===== config.mk =====
export PLATFORM = sky130hd
export DESIGN_NAME = lms_sign_updater
export DESIGN_NICKNAME = d
export VERILOG_FILES = /design/src/rtl/lms_upd_pkg.sv /design/src/rtl/lms_lead_one.sv /design/src/rtl/lms_tap_cell.sv /design/src/rtl/lms_sign_updater.sv
export SDC_FILE = /design/constraint.sdc
export NUM_CORES = 1
export LEC_CHECK = 0
export BUFFER_PORTS_ARGS = -buffer_cell sky130_fd_sc_hd__buf_2
export CAP_MARGIN = 0
export CORE_UTILIZATION = 45
export CTS_CLUSTER_SIZE = 14
export DETAILED_ROUTE_END_ITERATION = 7
export GPL_TIMING_DRIVEN = 0
export HOLD_SLACK_MARGIN = 0.06
export PLACE_DENSITY = 0.66
export SLEW_MARGIN = 40
export SYNTH_ARGS = -nofsm -noshare
export SYNTH_HDL_FRONTEND = slang
export SYNTH_SLANG_ARGS = --single-unit

===== constraint.sdc =====
create_clock -name clk -period 16.1 [get_ports clk]
set_input_delay 3.22 -clock clk [delete_from_list [all_inputs] [get_ports clk]]
set_output_delay 3.22 -clock clk [all_outputs]
set_load 0.01 [all_outputs]

===== src/rtl/lms_upd_pkg.sv =====
package lms_upd_pkg;

    // Controller states of the weight updater
    typedef enum logic [1:0] {
        ST_WAIT   = 2'd0,
        ST_GRADE  = 2'd1,
        ST_COMMIT = 2'd2
    } upd_state_e;

endpackage


===== src/rtl/lms_lead_one.sv =====
// Finds the index of the highest set bit of an unsigned word.
module lms_lead_one #(
    parameter  int MW = 17,
    localparam int PW = $clog2(MW)
) (
    input  logic [MW-1:0] mag,
    output logic [PW-1:0] pos,
    output logic          none
);

    always_comb begin
        pos  = '0;
        none = 1'b1;
        for (int i = 0; i < MW; i++) begin
            if (mag[i]) begin
                pos  = PW'(i);
                none = 1'b0;
            end
        end
    end

endmodule


===== src/rtl/lms_tap_cell.sv =====
// One tap: barrel shift of the captured sample, add or subtract, saturate.
module lms_tap_cell #(
    parameter int DW  = 16,
    parameter int WW  = 16,
    parameter int SHW = 5
) (
    input  logic                 clk,
    input  logic                 rst,
    input  logic                 en,
    input  logic                 sub,
    input  logic [SHW-1:0]       sh,
    input  logic signed [DW-1:0] x,
    output logic signed [WW-1:0] w
);

    localparam logic signed [WW:0] W_MAX = (WW+1)'((64'sd1 <<< (WW-1)) - 64'sd1);
    localparam logic signed [WW:0] W_MIN = (WW+1)'(-(64'sd1 <<< (WW-1)));

    logic signed [WW:0] x_ext;
    logic signed [WW:0] inc;
    logic signed [WW:0] w_ext;
    logic signed [WW:0] sum;
    logic signed [WW-1:0] w_next;

    assign x_ext = (WW+1)'(x);
    assign inc   = x_ext >>> sh;
    assign w_ext = (WW+1)'(w);
    assign sum   = sub ? (w_ext - inc) : (w_ext + inc);

    always_comb begin
        if (sum > W_MAX) begin
            w_next = W_MAX[WW-1:0];
        end else if (sum < W_MIN) begin
            w_next = W_MIN[WW-1:0];
        end else begin
            w_next = sum[WW-1:0];
        end
    end

    always_ff @(posedge clk) begin
        if (rst) begin
            w <= '0;
        end else if (en) begin
            w <= w_next;
        end
    end

endmodule


===== src/rtl/lms_sign_updater.sv =====
// Four-tap sign-error LMS weight updater built from shifts and adders.
module lms_sign_updater
    import lms_upd_pkg::*;
#(
    parameter int DW       = 16,
    parameter int WW       = 16,
    parameter int MU_EXTRA = 0
) (
    input  logic                 clk,
    input  logic                 rst,
    input  logic                 upd_i,
    input  logic signed [DW-1:0] y_i,
    input  logic signed [DW-1:0] d_i,
    input  logic signed [DW-1:0] x0_i,
    input  logic signed [DW-1:0] x1_i,
    input  logic signed [DW-1:0] x2_i,
    input  logic signed [DW-1:0] x3_i,
    output logic signed [WW-1:0] w0_o,
    output logic signed [WW-1:0] w1_o,
    output logic signed [WW-1:0] w2_o,
    output logic signed [WW-1:0] w3_o
);

    localparam int NTAP    = 4;
    localparam int STEP_SH = $clog2(NTAP) + MU_EXTRA;
    localparam int EW      = DW + 1;
    localparam int PW      = $clog2(EW);
    localparam int SHW     = $clog2(DW + STEP_SH);

    upd_state_e state_q, state_d;

    logic signed [EW-1:0] err_q;
    logic signed [DW-1:0] x_q [NTAP];
    logic signed [WW-1:0] w_arr [NTAP];
    logic                 sgn_q;
    logic                 skip_q;
    logic [SHW-1:0]       sh_q;

    logic [EW-1:0]        mag;
    logic [PW-1:0]        lead_pos;
    logic                 lead_none;
    logic                 commit_en;

    // state register
    always_ff @(posedge clk) begin
        if (rst) begin
            state_q <= ST_WAIT;
        end else begin
            state_q <= state_d;
        end
    end

    // next-state logic
    always_comb begin
        state_d = state_q;
        unique case (state_q)
            ST_WAIT:   state_d = upd_i ? ST_GRADE : ST_WAIT;
            ST_GRADE:  state_d = ST_COMMIT;
            ST_COMMIT: state_d = ST_WAIT;
            default:   state_d = ST_WAIT;
        endcase
    end

    // capture of error and samples on acceptance
    always_ff @(posedge clk) begin
        if (rst) begin
            err_q <= '0;
            for (int k = 0; k < NTAP; k++) x_q[k] <= '0;
        end else if (state_q == ST_WAIT && upd_i) begin
            err_q  <= EW'(d_i) - EW'(y_i);
            x_q[0] <= x0_i;
            x_q[1] <= x1_i;
            x_q[2] <= x2_i;
            x_q[3] <= x3_i;
        end
    end

    // sign-magnitude split and shift control word
    assign mag = err_q[EW-1] ? EW'(-err_q) : EW'(err_q);

    lms_lead_one #(.MW(EW)) u_lead (
        .mag  (mag),
        .pos  (lead_pos),
        .none (lead_none)
    );

    always_ff @(posedge clk) begin
        if (rst) begin
            sgn_q  <= 1'b0;
            skip_q <= 1'b1;
            sh_q   <= '0;
        end else if (state_q == ST_GRADE) begin
            sgn_q  <= err_q[EW-1];
            skip_q <= lead_none;
            sh_q   <= SHW'(DW - 1 + STEP_SH - int'(lead_pos));
        end
    end

    // output process: weight write enable
    always_comb begin
        commit_en = 1'b0;
        unique case (state_q)
            ST_WAIT:   commit_en = 1'b0;
            ST_GRADE:  commit_en = 1'b0;
            ST_COMMIT: commit_en = ~skip_q;
            default:   commit_en = 1'b0;
        endcase
    end

    for (genvar k = 0; k < NTAP; k++) begin : g_tap
        lms_tap_cell #(.DW(DW), .WW(WW), .SHW(SHW)) u_cell (
            .clk (clk),
            .rst (rst),
            .en  (commit_en),
            .sub (sgn_q),
            .sh  (sh_q),
            .x   (x_q[k]),
            .w   (w_arr[k])
        );
    end

    assign w0_o = w_arr[0];
    assign w1_o = w_arr[1];
    assign w2_o = w_arr[2];
    assign w3_o = w_arr[3];

endmodule


# After elaboration in Yosys (flattened, before gate mapping)
# Memory sizes are Yosys's and may differ from the RTL's.
# Index checks and enable logic that the tools add are counted.
dict set report totals {
  word_cells 100
  mem_count 1
  in_bits 99
  latchBits 0
  rom_bits 0
  reg_bits 90
  mem_bits_rw 64
}
# name words width read_ports rd_clocked_by_memory_dff write_ports line_no
set mem_list {}
lappend mem_list {x_q 4 16 4 0 4 lms_sign_updater.sv:33} ;# logic signed [DW-1:0] x_q [NTAP];
dict set report op_classes {
  magnitude_cmp 8
  mux 58
  eq_ne 2
  shifts 4
  addsub 11
  div 0
  bitwise 5
  reduce_logical 2
  mul 0
}
# operator count
set op_table {}
lappend op_table {{16-bit two-way mux} 12}
lappend op_table {{17-bit two-way mux} 5}
lappend op_table {{16-bit by 17-bit adder with 17-bit output} 4}
lappend op_table {{17-bit by 16-bit greater-than comparator with 1-bit output, second input constant} 4}
lappend op_table {{17-bit by 16-bit less-than comparator with 1-bit output, second input constant} 4}
lappend op_table {{16-bit by 5-bit >>> shifter with 17-bit output} 4}
lappend op_table {{16-bit by 17-bit subtractor with 17-bit output} 4}
lappend op_table {{4-bit two-way mux} 8}
lappend op_table {{1-bit two-way mux} 25}
lappend op_table {{17-bit negator} 1}
lappend op_table {{16-bit by 16-bit subtractor with 17-bit output} 1}
lappend op_table {{3-bit two-way mux} 4}
lappend op_table {{5-bit two-way mux} 1}
lappend op_table {{5-bit subtractor, first input constant} 1}
lappend op_table {{2-bit two-way mux} 2}
lappend op_table {{1-bit bitwise OR} 4}
lappend op_table {{2-bit case mux with 2 select lines} 1}
lappend op_table {{2-bit by 1-bit == test with 1-bit output, second input constant} 1}
lappend op_table {{2-bit == test, second input constant} 1}
lappend op_table {{2-bit logical NOT} 1}
lappend op_table {{1-bit logical AND} 1}
lappend op_table {{1-bit inverter} 1}

# Logic depth before layout (Yosys ltp)
dict set report logic_depth {
  word_depth 19
  ltp_mapped 27
}

# Modules after synthesis
# A second synthesis with hierarchy kept.
dict set report unflattened {
  hier_cells 1893
  hier_area_um2 16488.3
}
# mod seq_area_each_um2 n_inst cells_each area_per_inst_um2
set modules_own_cells {}
lappend modules_own_cells {{lms_tap_cell at g_tap[1].u_cell ...} 320.3 3 351 2905.3}
lappend modules_own_cells {lms_sign_updater 2442.3 1 411 4454.3}
lappend modules_own_cells {{lms_tap_cell at g_tap[0].u_cell} 320.3 1 397 3129.3}
lappend modules_own_cells {lms_lead_one 0.0 1 32 188.9}

# Worst setup path after synthesis
# No wires, ideal clock.
dict set report synth_timing {
  path_kind {in2reg}
  from {input port d_i[0]}
  to {register err_q[14]}
  arrival_time_ns 5.580
  required_time_ns 15.983
  slack_ns 10.403
  stages 13
  path_cell_list {inv_1 -> ha_1 -> fa_1 -> nor2b_1 -> o21ai_0 -> a21boi_0 -> o21ai_0 -> a21o_1 -> a21boi_0 -> o31ai_1 -> a2111oi_0 -> o21ai_0 -> a32o_1}
}
dict set report synth_between {
  elab_chain_cells 1
}
# item line_no
set synth_rtl {}
lappend synth_rtl {{from (decl)} lms_sign_updater.sv:13} ;# input logic signed [DW-1:0] d_i,
lappend synth_rtl {{16-bit by 16-bit subtractor with 17-bit output} lms_sign_updater.sv:70} ;# err_q <= EW'(d_i) - EW'(y_i);
lappend synth_rtl {{to (signal assigned)} lms_sign_updater.sv:70}
lappend synth_rtl {{to (decl)} lms_sign_updater.sv:32} ;# logic signed [EW-1:0] err_q;
# Every way passes these cells.
# A chain may end at the register's enable or synchronous reset.

# Worst setup path after layout
dict set report layout_timing {
  from {register sh_q[1]}
  to {register g_tap[1].u_cell.w[10]}
}
dict set report layout_between {
  elab_chain_cells 6
}
# item line_no
set layout_rtl {}
lappend layout_rtl {{from (decl)} lms_sign_updater.sv:37} ;# logic [SHW-1:0] sh_q;
lappend layout_rtl {{from (signal assigned)} lms_sign_updater.sv:95} ;# sh_q <= SHW'(DW - 1 + STEP_SH - int'(lead_pos));
lappend layout_rtl {{16-bit by 5-bit >>> shifter with 17-bit output *} lms_tap_cell.sv:26} ;# assign inc = x_ext >>> sh;
lappend layout_rtl {{16-bit by 17-bit adder with 17-bit output or 16-bit by 17-bit subtractor with 17-bit output (tied branches)} lms_tap_cell.sv:28} ;# assign sum = sub ? (w_ext - inc) : (w_ext + inc);
lappend layout_rtl {{17-bit two-way mux *} lms_tap_cell.sv:28}
lappend layout_rtl {{17-bit by 16-bit less-than comparator with 1-bit output} lms_tap_cell.sv:33} ;# end else if (sum < W_MIN) begin
lappend layout_rtl {{16-bit two-way mux} lms_tap_cell.sv:33}
lappend layout_rtl {{16-bit two-way mux *} lms_tap_cell.sv:31} ;# if (sum > W_MAX) begin
lappend layout_rtl {{to (signal assigned)} lms_tap_cell.sv:44} ;# w <= w_next;
lappend layout_rtl {{to (decl)} lms_tap_cell.sv:13} ;# output logic signed [WW-1:0] w
# Every way passes the cells marked *; elsewhere a longest branch is shown, timed or not.

==> impl_metrics.csv <==
group,metric,value,unit
detailed_routing,wl,50.6,mm
sta,fin_skew,0.0120,ns
min_path,hold_class,"reg -> reg",
floorplanning,core,33800,um2
yosys,synth-edff-count,64,
detailed_routing,wire_per_inst,20.5,um
clocking,cts-hold-fix-buffers,0,
yosys,syn-num-nets,2013,
final_layout,syn_to_final_growth,12.6,%
setup_path,cp-end-kind,"register",
setup_path,crit_type,"reg -> reg",
floorplanning,fp.dieArea,35400,um2
setup_path,r2r-start,"sh_q[1]$_SDFFE_PP0P_",
clocking,cts_setup_buffers,0,
yosys,yosysMostFrequentCell,"nor2_1",
sta,hold_viol_final,0,
grt,grt_max_degree,49,
setup_path,endpoint,"g_tap[1].u_cell.w[10]$_SDFFE_PP0P_",
yosys,syn_area,15600,um2
yosys,synth.distinct_cells,102,
setup_path,arrival,7.73,ns
grt,antenna_found_initial,0,
pwr,leakage,7.28,nW
sta,grt_setup_unrepaired,"false",
yosys,yosysWarnings,0,
setup_path,crit_fanout,10,
place,dp_hpwl,39.8,mm
clocking,ctsResizeCount,0,
grt,grt_overflow,0,
setup_path,required,16.46,ns
setup_path,crit_start,"sh_q[1]$_SDFFE_PP0P_",
yosys,async_reset_ff_share,0,%
floorplanning,ios,163,
setup_path,crit_path_max_incr_delay,0.58,ns
yosys,synth_common_cells,"nor2_1 (165), nand2_1 (150), a21oi_1 (139), o21ai_0 (120), dfxtp_1 (90)",
clocking,insertion_delay,0.45,ns
final_layout,n_antenna_cell,0,
setup_path,r2r_slack,8.74,ns
sta,final.period_utilization,45.7,%
job,drv_cap,0,
place,gp_congestion,0.957,
setup_path,r2r_cells,27,
clocking,clk_pin_slew,0.07,ns
final_layout,drive_gt1_share,17.5,%
clocking,clock_sinks,154,
clocking,cts_htree_levels,4,
setup_path,cp-start-kind,"register",
sta,fin_crit,7.36,ns
detailed_routing,drc,0,
detailed_routing,drt_iter0_markers,1644,
setup_path,cpMaxStageDelayCell,"xor2_1",
sta,tns,0,ns
sta,finalSetupViolations,0,
outcome,outcome,"finished clean",
grt,grt.total_usage,28.5,%
yosys,synthFlopType,"dfxtp_1",
floorplanning,fp.dieH,188,um
detailed_routing,vias,15000,
clocking,cts_buffer_depth,2,
floorplanning,dieWidth,188,um
pwr,power,1.86,mW
grt,grt_pass1_vias,13800,
clocking,tritoncts.num_buffers,17,
final_layout,final_nets,2194,
yosys,synth.area.top_cells,"edfxtp_1 (12%), dfxtp_1 (12%), mux4_2 (7.1%)",
sta,worst_pin_slew,0.872,ns
grt,grt_first_pass_wirelength,78.9,mm
yosys,avgSynthCellArea,8.54,um2
clocking,root_buffer,"clkbuf_16",
detailed_routing,dr.pass1.iters,6,
pwr,p_per_area,106,nW/um2
sta,max_freq,136,MHz
setup_path,timing.rr.end,"g_tap[1].u_cell.w[10]$_SDFFE_PP0P_",
yosys,syn_inst,1823,
yosys,synth-seq-area-share,23.9,%
yosys,yosysTopAreaCell,"edfxtp_1",
sta,finalMaxSlewViolations,0,
clocking,tritoncts,"done",
sta,slew_headroom,41.8,%
floorplanning,start_util,46.1,%
detailed_routing,via_per_inst,6.08,
yosys,synth_top_cell_area_share,12.3,%
pwr,vdd_ir_drop_max,0.0000875,V
setup_path,crit_top_cell,"a21oi_1",
floorplanning,fp-row-count,67,
yosys,ys_seq_elements,154,
detailed_routing,postRouteAntennaNets,0,
place,portBuffers,161,
[metrics by stage]
step                utilization, %  hold slack (ns)  area [um2]  instances  setup slack [ns]
finish                        51.9            0.477       17500       2465              8.74
global route                  51.9            0.511       17500       2465              8.35
CTS                           51.9            0.476       17500       2465              8.89
detailed placement            50.2            0.466       17000       2433              8.93
global placement              50.1            0.457       16900       2432              9.04
floorplan                        -            0.457       15600       1823             10.40
[routing by layer]
| metal | up-vias | track usage (%) | routed length [um] |
|---|---|---|---|
| li1 | 7137 | - | - |
| met1 | 7044 | 41.1 | 23400 |
| met2 | 730 | 43.6 | 22000 |
| met3 | 80 | 4.25 | 3960 |
| met4 | 0 | 9.16 | 1220 |
| met5 | - | 0 | 0 |
[logic make-up after synthesis]
family,Yosys count,share of synthesized area [%]
muxes,119,12.3
xor gates and xnor gates,119,7.08
buffers and inverters,177,5.57
AOI/OAI and AO/OA,529,22.4
DFF,154,23.9
adders and majority gates,109,8.73
and+or+nand+nor,616,20.1
[power by group]
| part | internal [mW] | leakage [nW] | switching, mW | total [mW] |
|---|---|---|---|---|
| Clock | 0.228 | 0.257 | 0.172 | 0.400 |
| Combinational | 0.414 | 5.60 | 0.591 | 1.01 |
| Sequential | 0.431 | 1.42 | 0.0262 | 0.457 |
| Total | 1.07 | 7.28 | 0.790 | 1.86 |
[placed cells by master, fill, tap and decap left out, drive strengths merged, types with 16 or more instances in the layout]
cell / instances
nand3: 28
and2: 81
dfxtp: 90
a21oi: 140
mux2: 21
o31ai: 16
a211oi: 46
nor2b: 21
nand2: 150
o21ai: 123
xor2: 54
ha: 86
xnor2: 65
inv: 69
buf: 206
edfxtp: 64
nor3: 46
clkbuf: 84
o21a: 25
a31oi: 24
maj3: 18
and3: 26
nor2: 168
mux4: 54
mux2i: 44
a221o: 16
nand2b: 25
[worst min path at each step]
stage / from / end / slack [ns] / depth (start not counted)
after detailed placement: g_tap[3].u_cell.w[6]$_SDFFE_PP0P_ / g_tap[3].u_cell.w[6]$_SDFFE_PP0P_ / 0.47 / 2
after CTS: g_tap[3].u_cell.w[6]$_SDFFE_PP0P_ / g_tap[3].u_cell.w[6]$_SDFFE_PP0P_ / 0.48 / 2
after global routing: g_tap[3].u_cell.w[8]$_SDFFE_PP0P_ / g_tap[3].u_cell.w[8]$_SDFFE_PP0P_ / 0.51 / 2
after global placement: g_tap[3].u_cell.w[6]$_SDFFE_PP0P_ / g_tap[3].u_cell.w[6]$_SDFFE_PP0P_ / 0.46 / 2
after floorplan: skip_q$_SDFFE_PP1P_ / skip_q$_SDFFE_PP1P_ / 0.46 / 1
final: g_tap[3].u_cell.w[6]$_SDFFE_PP0P_ / g_tap[3].u_cell.w[6]$_SDFFE_PP0P_ / 0.48 / 2
[layout make-up]
cell class	count	area (um2)
Inverter	69	262
Clock inverter	11	123
Fill cell	3245	16300
Clock buffer	21	440
Buffer	108	608
Timing Repair Buffer	162	826
Multi-Input combinational cell	1492	11000
Tap cell	448	561
Sequential cell	154	3720
[critical path, delay by kind of cell, from the launching register on]
family | cells | cell delay, ns
buf+inv | 7 | 2.04
flops | 1 | 0.46
compound gates | 11 | 2.18
simple gates | 4 | 0.74
xor+xnor | 2 | 0.87
fa+ha+maj | 2 | 0.55
mux | 1 | 0.42
[registers in the layout, indices dropped and copies added (netlist names)]
register and count:
x_q 64, state_q 2, g_tap.u_cell.w 64, skip_q 1, sgn_q 1, err_q 17, sh_q 5
(Power assumes the default switching activity.)
